### src/rtl/word_window.sv
module word_window #(
  parameter int DEPTH = 128,
  parameter int PTR_W = $clog2(DEPTH)
) (
  input  logic       clk,
  input  logic       rst_n,
  input  logic       sel,
  input  logic       wr,
  input  logic       rd,
  input  logic [7:0] wdata,
  output logic [7:0] rdata
);
  localparam logic [PTR_W-1:0] LAST = PTR_W'(DEPTH - 1);

  logic [15:0]      mem [DEPTH];
  logic [PTR_W-1:0] ptr;
  logic             hi;
  logic [7:0]       lat;

  wire              dacc = sel && (wr || rd);
  wire              dwr  = sel && wr;
  wire [PTR_W-1:0]  nxt  = (ptr == LAST) ? '0 : ptr + 1'b1;

  always_ff @(posedge clk) begin
    if (!rst_n) begin
      ptr <= '0;
      hi  <= 1'b0;
      lat <= '0;
    end else if (!sel && wr) begin
      ptr <= wdata[PTR_W-1:0];
      hi  <= 1'b0;
    end else if (dacc) begin
      hi <= !hi;
      if (hi) ptr <= nxt;
      if (dwr && !hi) lat <= wdata;
    end
  end

  always_ff @(posedge clk)
    if (rst_n && dwr && hi) mem[ptr] <= {wdata, lat};

  wire [15:0] cur = mem[ptr];
  assign rdata = hi ? cur[15:8] : cur[7:0];
endmodule

### config.mk
export PLATFORM = sky130hd
export DESIGN_NAME = word_window
export DESIGN_NICKNAME = d
export VERILOG_FILES = /design/src/rtl/word_window.sv
export SDC_FILE = /design/constraint.sdc
export NUM_CORES = 2
export LEC_CHECK = 0
export ABC_AREA = 1
export CORE_MARGIN = 4
export CORE_UTILIZATION = 30
export DETAILED_ROUTE_END_ITERATION = 10
export DONT_BUFFER_PORTS = 1
export PLACE_DENSITY = 0.44
export SYNTH_ARGS = -nofsm -noshare
export SYNTH_HDL_FRONTEND = slang
export SYNTH_SLANG_ARGS = --single-unit
### constraint.sdc
create_clock -name clk -period 2.8 [get_ports clk]
set_input_delay 0.28 -clock clk [delete_from_list [all_inputs] [get_ports clk]]
set_output_delay 0.28 -clock clk [all_outputs]
set_load 0.05 [all_outputs]
# Yosys cells after proc, flatten, opt, wreduce, memory -nomap -nowiden
# Memory sizes are Yosys's and may differ from the RTL's. A register that Yosys moved wholly into a read port is not among the register bits.
# Cells that the tools add are included.
# op_classes
add_sub_neg	1
n_eq_ne	1
n_mux	9
bitwise_logic	2
n_reduce_logical	14
# ops
cell	count
$mux 7	6
$mux 8	1
$add 7x1->7 const B	1
$eq 7x7->1 const B	1
$logic_and 1x1->1	6
$reduce_bool 2->1	2
$reduce_and 3->1	1
$logic_not 1->1	2
$mux 1	2
$not 1->1	2
$reduce_and 2->1	1
$reduce_or 2->1	1
$logic_or 1x1->1	1
# totals
register_bits	16
ramBits	2048
out_inout_bits	8
wordCells	31
mem_count	1
# mem_list
name	depth	width	read_ports	rd_ports_with_merged_regs	write_ports	line	text
mem	128	16	1	1	1	15	logic [15:0] mem [DEPTH];

# Depth between registers and ports, before layout
# depth
word_depth	7
mapped_depth	15
ltp_nobuf	11

# Least setup slack after synthesis
# No wires, ideal clock.
# synth_timing
path_kind	register to register
start	reg hi
end	mem mem[95][0] (enable)
setup_time_ps	409
arrival_ps	2240
path_slack_ps	151
path_stages_with_launch	7
path_buffers	2
synth_period_minus_slack_ps	2649
path_cell_list	dfxtp_1 > buf_2 > inv_2 > buf_2 > nor3_4 > nand2_1 > nor3_1
# synth_between
elab_chain_len	3
# synth_lines
item	line	text
from (decl)	17	logic hi;
from (signal assigned)	33	hi <= !hi;
$logic_and 1x1->1	40	if (rst_n && dwr && hi) mem[ptr] <= {wdata, lat};
$mux 1	40	
$mux 1 (not written as such)	40	
to (decl)	15	
# No other way between the ends.

==> flow_metrics.py <==
metrics = {
    "clock_tree": {
        "htreeDepth": 4,
        "clockRootBuffer": "clkbuf_16",
        "cts_tree": "yes",
        "cts_buffers": 226,
        "clkLatencyLatePin_ns": 0.92,
        "clock-sinks": 2071,
        "clkTransAtPathRegs_ns": 0.06,
        "cts_max_path_buffers": 4,
    },
    "sta": {
        "whs_ns": 0.146,
        "slew-limit-headroom_pct": 34.9,
        "period_minus_slack_ns": 3.63,
        "setup_viol": 8,
        "final.setup.worst_slack_ns": -0.831,
        "finalMaxSlewViolations": 0,
        "hold_violations": 0,
        "tightest_slew_ns": 0.975,
        "rsz0062_at_grt": "yes",
        "skew_ns": 0.0590,
        "fmax_ghz": 0.275,
        "finalCritPeriodShare_pct": 130,
    },
    "yosys": {
        "synth_area_sq_um": 83300,
        "syn_inst": 6910,
        "ys.warnings.count": 0,
        "ys_seq_area_share_pct": 74.4,
        "syn_area_per_cell_sq_um": 12.1,
        "syn_nets": 6924,
        "ys_seq_elements": 2071,
        "synthDistinctLibCells": 23,
    },
    "die": {
        "die_x_um": 535,
        "die_height_um": 535,
        "start_util_pct": 30.1,
        "core_sq_um": 276000,
        "pin_count": 21,
        "die-area_sq_um": 286000,
        "std_cell_rows": 193,
    },
    "place": {
        "hpwlAfterDp_mm": 155,
        "gp_congestion": 0.833,
        "placed_cell_area_sq_um": 92000,
        "io_buffers": 0,
        "dp.cells": 10700,
    },
    "final_layout": {
        "final_cell_mix": "2082 x nand2_1, 2048 x edfxtp_1, 1613 x nand3_1",
        "final_cells": 11200,
        "layout_commonest_cell": "nand2_1",
        "drive_above_1_share_pct": 19.6,
        "nets": 7366,
        "final_area_sq_um": 105000,
        "area_growth_pct": 26.2,
    },
    "flow_run": {
        "max-cap-violations": 0,
    },
    "power_and_ir_drop": {
        "power_frac_seq_pct": 47.2,
        "ir_drop_v": 0.000531,
        "p_total_mw": 72.8,
        "power.switching_mw": 18.5,
        "power.density_nw_per_um2": 692,
        "p_comb_share_pct": 13.1,
        "p_int_mw": 54.3,
        "p_leak_nw": 37.0,
        "clkPwrFrac_pct": 39.8,
        "swShare_pct": 25.4,
    },
    "detailed_routing": {
        "wl_per_cell_um": 24.6,
        "final_antenna_net_count": 0,
        "via_per_inst": 4.99,
        "drt_wl_total_mm": 276,
        "drt_iter0_markers": 5369,
        "drc": 0,
        "vias": 56000,
        "dr.pass1.iters": 5,
    },
    "status": {
        "status": "finished, violations left",
        "violations": "negative setup slack",
    },
    "worst_setup_path": {
        "slowest_stage": "dfxtp_4",
        "required_ns": 2.52,
        "r2r_start": "hi",
        "worstSetupPathType": "register to output port",
        "endpoint_kind": "output port",
        "worst-path-buf-inv": 6,
        "critPathLaunchType": "register",
        "worst_ep_arrival_time_ns": 3.35,
        "reg2reg_slack_ns": 0.15,
        "critPathMaxStageDelay_ns": 0.36,
        "reg2reg_depth": 6,
        "cpLargestDelayFamily": "simple AND/OR/NAND/NOR gates",
        "r2r-end": "mem[126][15]",
        "worstPathCellList": "buf_12 -> buf_16 -> buf_12 -> buf_16 -> nand2_1 -> nand3_1 -> nand3_1 -> nand3_2 -> nand3_1 -> buf_4 -> nand3_2 -> nand3_4 -> nand2_2 -> nand2_4 -> nand2_8 -> buf_12",
        "cp.depth": 16,
        "critPathMaxFanout": 11,
    },
    "global_route": {
        "grt_remaining_overflow": 0,
        "grt_pass1_wl_mm": 398,
        "grt_pass1_vias": 54000,
        "grt_max_degree": 131,
        "grt_antenna_before_repair": 13,
        "gr-usage-all-layers_pct": 18.8,
    },
    "worst_hold_path": {
        "whs_path_depth": 5,
        "min_path_type": "input pin to register",
        "holdPathEnd": "mem[92][15]",
        "min-delay-start": "sel",
    },
}
[power by group through the flow]
stage                     sequential, mW  clock (mW)  combinational (mW)
after global routing                34.3        31.0                10.2
after global placement              35.0           0                7.37
after CTS                           34.3        29.6                9.33
final                               34.3        28.9                9.53
after detailed placement            35.0           0                7.37
after floorplan                     35.0           0                3.73
[state kept, by name, indices dropped and copies added (netlist names), named ones only]
| name | cells |
|---|---|
| ptr | 7 |
| hi | 1 |
| lat | 8 |
| mem | 2048 |
[synthesized netlist by cell type (all sizes together)]
cell	n	area, sq um
a21oi	7	35.0
a31oi	1	6.26
buf	379	2010
clkbuf	81	304
clkinv	1	3.75
dfxtp	23	460
edfxtp	2048	61500
ha	1	12.5
inv	33	126
nand2	2128	7990
nand3	2018	10100
nor2	156	586
nor3	12	71.3
o21ai	20	104
o22ai	1	6.26
xor2	1	8.76
[layout make-up]
type                    count  area, sq um
clock inverters           120         1090
multi-input cells        4345        22000
repair buffers            672         9240
well taps                3705         4640
fillers                 26400       171000
flip-flops and latches   2071        62000
diodes                     10         25.0
clock buffers             282         5930
inverters                  34          173
repair inverters            2         50.0
[layer usage]
| metal | GRT usage (%) | routed length [um] | part of all wire (%) | up-vias |
|---|---|---|---|---|
| met5 | 0 | 27 | 0.0098 | - |
| met4 | 4.97 | 7850 | 2.8 | 4 |
| met3 | 2.36 | 14300 | 5.2 | 363 |
| met2 | 30.3 | 130000 | 47 | 1672 |
| met1 | 26.9 | 125000 | 45 | 28300 |
| li1 | - | - | - | 25700 |
[tightest hold or removal path, cell delays in order]
cell and delay, ns:
nand2_1 0.11, nor3_4 0.09, nand2_1 0.09, nor2_1 0.05
buf_4 0.20
[how the worst max path moves through the flow]
stage,end,slack (ns)
3_3_place_gp,rdata[5],-0.50
4_1_cts,rdata[6],-0.92
5_1_grt,rdata[6],-0.90
2_1_floorplan,mem[95][0],0.15
6_report,rdata[5],-0.83
3_5_place_dp,rdata[5],-0.48
[metrics by stage]
| stage | setup slack (ns) | utilization [%] | setup TNS (ns) |
|---|---|---|---|
| 4_1_cts | -0.919 | 37.6 | -7.15 |
| 2_1_floorplan | 0.151 | - | 0 |
| 6_report | -0.831 | 38.0 | -6.29 |
| 5_1_grt | -0.904 | 38.0 | -7.02 |
| 3_3_place_gp | -0.496 | 33.3 | -3.15 |
| 3_5_place_dp | -0.484 | 33.3 | -2.98 |
[cell families after synthesis]
logic type | Yosys count | synth area share, %
and+or+nand+nor | 4314 | 22.5
DFF | 2071 | 74.4
buffers and inverters | 494 | 2.93
AOI/OAI and AO/OA | 29 | 0.182
xor gates and xnor gates | 1 | 0.0105
adders and majority gates | 1 | 0.0150
[repair_timing]
action | CTS | global route
hold buffers | 22 | 0
pin swaps | 141 | 101
hold endpoints to repair | 1047 | 0
endpoints found under the setup margin | 8 | 8
buffers inserted | 47 | 12
gates cloned | 52 | 8
resized for setup | 573 | 176
Power figures use the tool's default switching activity.
